==> config.mk <==
export PLATFORM = sky130hd
export DESIGN_NAME = dbr_router
export DESIGN_NICKNAME = d
export VERILOG_FILES = /design/src/rtl/dbr_pkg.sv /design/src/rtl/dbr_decode.sv /design/src/rtl/dbr_pend.sv /design/src/rtl/dbr_router.sv
export SDC_FILE = /design/constraint.sdc
export NUM_CORES = 1
export LEC_CHECK = 0
export ABC_AREA = 1
export BUFFER_PORTS_ARGS = -buffer_cell sky130_fd_sc_hd__clkbuf_2
export CAP_MARGIN = 10
export CORE_ASPECT_RATIO = 0.9
export CORE_MARGIN = 3
export CORE_UTILIZATION = 59
export DETAILED_ROUTE_END_ITERATION = 16
export GPL_ROUTABILITY_DRIVEN = 0
export PLACE_DENSITY = 0.88
export SKIP_CTS_REPAIR_TIMING = 1
export SLEW_MARGIN = 10
export SYNTH_ARGS = -nofsm -noshare
export SYNTH_HDL_FRONTEND = slang
export SYNTH_SLANG_ARGS = --single-unit
==> constraint.sdc <==
create_clock -name clk -period 2.6 [get_ports clk]
set_input_delay 0.52 -clock clk [delete_from_list [all_inputs] [get_ports clk]]
set_output_delay 0.52 -clock clk [all_outputs]
set_load 0.005 [all_outputs]
==> src/rtl/dbr_pkg.sv <==
package dbr_pkg;
    typedef enum logic [1:0] {
        KIND_EMB  = 2'd0,
        KIND_SRV  = 2'd1,
        KIND_CORE = 2'd2,
        KIND_RSV  = 2'd3
    } kind_e;

    localparam logic [2:0] TY_NORM = 3'd0;
    localparam logic [2:0] TY_CRIT = 3'd1;
    localparam logic [2:0] TY_SRV  = 3'd5;

    localparam int NCLS = 3;
    localparam int CLS_N = 0;
    localparam int CLS_C = 1;
    localparam int CLS_H = 2;
endpackage

==> src/rtl/dbr_decode.sv <==
module dbr_decode
    import dbr_pkg::*;
#(
    parameter int NTHR  = 4,
    parameter int TPC   = 2,
    parameter int TAG_W = 8,
    parameter int SELF  = 0
) (
    input  logic                    vld,
    input  logic                    clr,
    input  logic [1:0]              kind,
    input  logic [2:0]              mtype,
    input  logic                    bcast,
    input  logic [TAG_W-1:0]        tag,
    input  logic [NTHR*TAG_W-1:0]   pid_all,
    input  logic                    st_mode,
    output logic [NTHR-1:0]         set_n,
    output logic [NTHR-1:0]         set_c,
    output logic [NTHR-1:0]         set_h,
    output logic [NTHR-1:0]         clr_n,
    output logic [NTHR-1:0]         clr_c,
    output logic [NTHR-1:0]         clr_h
);
    localparam int IDX_W     = 7;
    localparam int CORE_BASE = (SELF / TPC) * TPC;
    localparam logic [NTHR-1:0] SELF_BIT = NTHR'(1) << SELF;

    logic [NTHR-1:0]  match;
    logic [NTHR-1:0]  tgt;
    logic             found;
    int               sel;
    logic             use_n, use_c, use_h;
    logic             send, drop;
    logic [IDX_W-1:0] idx;

    assign idx  = tag[IDX_W-1:0];
    assign send = vld && !clr;
    assign drop = vld && clr;

    always_comb begin
        for (int j = 0; j < NTHR; j++) begin
            match[j] = (pid_all[j*TAG_W +: TAG_W] == tag);
        end
    end

    always_comb begin
        sel   = 0;
        found = 1'b0;
        for (int j = NTHR - 1; j >= 0; j--) begin
            if (match[j]) begin
                sel   = j;
                found = 1'b1;
            end
        end
    end

    always_comb begin
        use_n = 1'b0;
        use_c = 1'b0;
        use_h = 1'b0;
        unique case (kind_e'(kind))
            KIND_EMB: begin
                use_n = (mtype == TY_NORM);
                use_c = (mtype == TY_CRIT);
            end
            KIND_SRV:  use_h = (mtype == TY_SRV);
            KIND_CORE: use_n = (mtype == TY_SRV);
            KIND_RSV:  ;
        endcase
    end

    always_comb begin
        tgt = '0;
        unique case (kind_e'(kind))
            KIND_EMB: tgt = bcast ? '1 : match;
            KIND_SRV: begin
                if (found) begin
                    for (int j = 0; j < NTHR; j++) begin
                        tgt[j] = (j == sel) ||
                                 (bcast && !st_mode && ((j / TPC) == (sel / TPC)));
                    end
                end
            end
            KIND_CORE: begin
                if (st_mode) begin
                    if (idx == '0) tgt = SELF_BIT;
                end else begin
                    for (int j = 0; j < TPC; j++) begin
                        if (idx == IDX_W'(j)) tgt[CORE_BASE + j] = 1'b1;
                    end
                end
            end
            KIND_RSV: ;
        endcase
    end

    assign set_n = (send && use_n) ? tgt : '0;
    assign set_c = (send && use_c) ? tgt : '0;
    assign set_h = (send && use_h) ? tgt : '0;
    assign clr_n = (drop && use_n) ? SELF_BIT : '0;
    assign clr_c = (drop && use_c) ? SELF_BIT : '0;
    assign clr_h = (drop && use_h) ? SELF_BIT : '0;
endmodule

==> src/rtl/dbr_pend.sv <==
module dbr_pend #(
    parameter int NTHR = 4
) (
    input  logic            clk,
    input  logic            rst,
    input  logic [NTHR-1:0] set_m,
    input  logic [NTHR-1:0] clr_m,
    output logic [NTHR-1:0] q
);
    always_ff @(posedge clk) begin
        if (rst) begin
            q <= '0;
        end else begin
            q <= (q & ~clr_m) | set_m;
        end
    end
endmodule

==> src/rtl/dbr_router.sv <==
module dbr_router
    import dbr_pkg::*;
#(
    parameter int NTHR  = 4,
    parameter int TPC   = 2,
    parameter int TAG_W = 8
) (
    input  logic                   clk,
    input  logic                   rst,
    input  logic                   st_mode,
    input  logic [NTHR*TAG_W-1:0]  pid_all,
    input  logic [NTHR-1:0]        cmd_vld,
    input  logic [NTHR-1:0]        cmd_clr,
    input  logic [2*NTHR-1:0]      cmd_kind,
    input  logic [3*NTHR-1:0]      cmd_type,
    input  logic [NTHR-1:0]        cmd_bcast,
    input  logic [NTHR*TAG_W-1:0]  cmd_tag,
    output logic [NTHR-1:0]        pend_norm,
    output logic [NTHR-1:0]        pend_crit,
    output logic [NTHR-1:0]        pend_hyp
);
    logic [NTHR-1:0] sn_m [NTHR];
    logic [NTHR-1:0] sc_m [NTHR];
    logic [NTHR-1:0] sh_m [NTHR];
    logic [NTHR-1:0] cn_m [NTHR];
    logic [NTHR-1:0] cc_m [NTHR];
    logic [NTHR-1:0] ch_m [NTHR];
    logic [NTHR-1:0] set_v [NCLS];
    logic [NTHR-1:0] clr_v [NCLS];
    logic [NTHR-1:0] pend_v [NCLS];

    for (genvar g = 0; g < NTHR; g++) begin : g_dec
        dbr_decode #(
            .NTHR(NTHR), .TPC(TPC), .TAG_W(TAG_W), .SELF(g)
        ) u_dec (
            .vld     (cmd_vld[g]),
            .clr     (cmd_clr[g]),
            .kind    (cmd_kind[2*g +: 2]),
            .mtype   (cmd_type[3*g +: 3]),
            .bcast   (cmd_bcast[g]),
            .tag     (cmd_tag[g*TAG_W +: TAG_W]),
            .pid_all (pid_all),
            .st_mode (st_mode),
            .set_n   (sn_m[g]),
            .set_c   (sc_m[g]),
            .set_h   (sh_m[g]),
            .clr_n   (cn_m[g]),
            .clr_c   (cc_m[g]),
            .clr_h   (ch_m[g])
        );
    end

    always_comb begin
        for (int c = 0; c < NCLS; c++) begin
            set_v[c] = '0;
            clr_v[c] = '0;
        end
        for (int g = 0; g < NTHR; g++) begin
            set_v[CLS_N] = set_v[CLS_N] | sn_m[g];
            set_v[CLS_C] = set_v[CLS_C] | sc_m[g];
            set_v[CLS_H] = set_v[CLS_H] | sh_m[g];
            clr_v[CLS_N] = clr_v[CLS_N] | cn_m[g];
            clr_v[CLS_C] = clr_v[CLS_C] | cc_m[g];
            clr_v[CLS_H] = clr_v[CLS_H] | ch_m[g];
        end
    end

    for (genvar c = 0; c < NCLS; c++) begin : g_pend
        dbr_pend #(.NTHR(NTHR)) u_pend (
            .clk   (clk),
            .rst   (rst),
            .set_m (set_v[c]),
            .clr_m (clr_v[c]),
            .q     (pend_v[c])
        );
    end

    assign pend_norm = pend_v[CLS_N];
    assign pend_crit = pend_v[CLS_C];
    assign pend_hyp  = pend_v[CLS_H];
endmodule

==> results.md <==
* YS warnings at 0
* Finished Cell Area at 4590 um2
* Total congestion overflow at 0
* Top cell type's share of synthesized area at 27.1%
* Critical Path Start Type: primary input
* Row cnt at 28
* Num CTS Buffers at 3
* Initial antenna violation count at 0
* PortBufs at 110
* Slew @ Worst Pin at 0.677 ns
* Post-Syn Area per Cell at 5.13 um2
* Peak VDD IR at 0.000169 V
* Ys async rst share at 0%
* Core area at 6660 um2
* Die width at 93.7 um
* Main synth FF type: dfxtp_1
* Gr usage total at 33.1%
* Fin crit share at 78.7%
* Clk sinks at 12
* Status: complete, no violations
* Drt first pass iters at 6
* CTS tree: done
* Worst flop-to-flop path startpoint: g_pend[1].u_pend.q[0]
* Ranking of synthesized cells by area: nand2_1 27%, nor2_1 13%, xor2_1 13%
* Mapped cell area at 4090 um2
* Crit end category: register
* Post-DP HPWL at 11400 um
* Fin util at 69.0%
* Final hold vios at 0
* Worst Reg-to-Reg Cells at 4
* Largest area contributor in the netlist: nand2_1
* Register bit total from synthesis at 12
* Pre-CTS worst setup slack at 0.349 ns
* Final ANT Viol Nets at 0
* Worst-path fanout max at 5
* Post-Route Setup TNS at 0 ns
* Worst endpoint required time at 2.74 ns
* Worst path arrival time at 2.19 ns
* Fmax at 489 MHz
* Clk buf depth at 2
* Layout cells sized above 1 at 22.2%
* Slew headroom at 54.5%
* Final slew viol count at 0
* Vias in the first global route at 4881
* NumNets Final at 977
* Hold Startpoint: rst
* Regs by FF count: g_pend.u_pend.q (12)
* H-Tree Depth at 1
* Post-synthesis sequential area ratio at 5.88%
* 1st-iter DRT viols at 499
* Antenna cell count at 0
* Max FFs per register at 12
* RSZ-0062 raised after global routing: no
* Skew final at 0 ns
* Area after DPL at 4540 um2
* CTS root buf: clkbuf_8
* Min-Delay Path Class: primary input to register
* Die height at 84.9 um
* CTS clk-pin slew, worst paths at 0.06 ns
* Worst Setup Path Type: primary input to register
* WL/cell at 13.8 um
* Synth Instances at 796
* Pin count of the biggest net entering global routing at 14
* Worst-Skew Late Latency at 0.25 ns
* Crit path launch: cmd_tag[23]
* Distinct cell type count of the synthesized netlist at 35
* First-pass GRT wire length at 21600 um
* Via count at 5341
* Number of synthesized flops with an enable pin at 0
* Power Dens Cells at 221 nW/um2
* Final setup margin at 0.554 ns
* Final min period at 2.05 ns
* Hold_ws at 0.619 ns
* Drt total wl at 13300 um
* Number of I/O pins at 111
* Max-cap viol count at 0
* Die ar. at 7960 um2
* Final setup vio count at 0
* Worst hold path depth at 2
* Biggest register: g_pend.u_pend.q
* Static leakage at 0.00255 uW
* DRC violation count after routing at 0
* Synth Net Count at 895
* Vias per Instance at 5.52
* Layout area overhead at 12.4%
* Initial Utilization at 61.4%
==> stage by stage <==
stage	std cells	power [uW]
after floorplan	796	602
after global placement	963	764
after detailed placement	963	782
after CTS	967	999
after global routing	967	1080
final	967	1010
==> synth_stat cells, drive strengths merged, types with 2 or more instances <==
master,n
a32oi,3
xor2,60
xnor2,33
nand3b,2
nand3,30
nor3,8
dfxtp,12
a21oi,14
inv,82
nand2,312
nand4,7
nor2,167
o21ai,27
buf,31
==> report_power, final <==
part	switching [uW]	internal (uW)	leakage, uW	total [uW]
Clock	83.9	135	0.0000288	218
Sequential	0.666	185	0.0000967	186
Combinational	391	219	0.00242	610
==> path summary, 6_finish.rpt <==
path                                         endpoint  slack [ns]
worst min-delay path            g_pend[0].u_pend.q[0]        0.62
worst min register to register  g_pend[1].u_pend.q[1]        0.63
worst max-delay path            g_pend[0].u_pend.q[0]        0.55
worst max register to register  g_pend[1].u_pend.q[0]        1.79
==> critical path, stage by stage <==
cell	delay, ns
clkbuf_2	0.15
inv_1	0.09
nand2_1	0.06
nand2_1	0.05
nor2_1	0.11
nand2_1	0.15
nor2_1	0.26
nand2_1	0.15
nor2_1	0.11
nor2_1	0.06
nand2_1	0.05
nand2_1	0.10
nand2_1	0.10
nand3_1	0.06
nor2_1	0.12
nor2_2	0.04
==> area by class of cell <==
| type | count | area (um2) |
|---|---|---|
| multi-input combinational | 669 | 3330 |
| fill | 654 | 2060 |
| timing repair buffer | 110 | 551 |
| inverter | 82 | 308 |
| sequential | 12 | 240 |
| tap | 90 | 113 |
| clock buffer | 4 | 55.1 |
==> cells by family (layout without fill, tap and decap cells) <==
kind of cell	Yosys count	after routing	synth area share, %
buffers and inverters	115	196	12.7
xor gates and xnor gates	93	93	19.9
DFF	12	12	5.88
AOI/OAI and AO/OA	46	46	6.71
and+or+nand+nor	530	530	54.8
==> per-layer routing <==
metal | share of wire [%] | GRT usage [%]
met1 | 39 | 43.8
met2 | 44 | 54.5
met3 | 13 | 5.94
met4 | 3.4 | 10.2
met5 | 0 | 0
==> layout by cell type (no fill, tap or decap) <==
| master | count |
|---|---|
| a21oi_1 | 11 |
| a21oi_2 | 2 |
| a21oi_4 | 1 |
| a32oi_1 | 3 |
| clkbuf_2 | 110 |
| clkbuf_8 | 4 |
| dfxtp_1 | 12 |
| inv_1 | 54 |
| inv_2 | 28 |
| nand2_1 | 295 |
| nand2_2 | 16 |
| nand2_4 | 1 |
| nand3_1 | 26 |
| nand3_2 | 4 |
| nand3b_1 | 2 |
| nand4_1 | 6 |
| nand4_2 | 1 |
| nor2_1 | 141 |
| nor2_2 | 21 |
| nor2_4 | 5 |
| nor2b_1 | 1 |
| nor3_1 | 8 |
| nor4_1 | 1 |
| nor4b_1 | 1 |
| o2111ai_1 | 1 |
| o21ai_0 | 21 |
| o21ai_1 | 4 |
| o21ai_2 | 2 |
| o31ai_1 | 1 |
| or2_0 | 1 |
| xnor2_1 | 33 |
| xor2_1 | 60 |
Note: power is estimated with default switching activity, not from simulation.
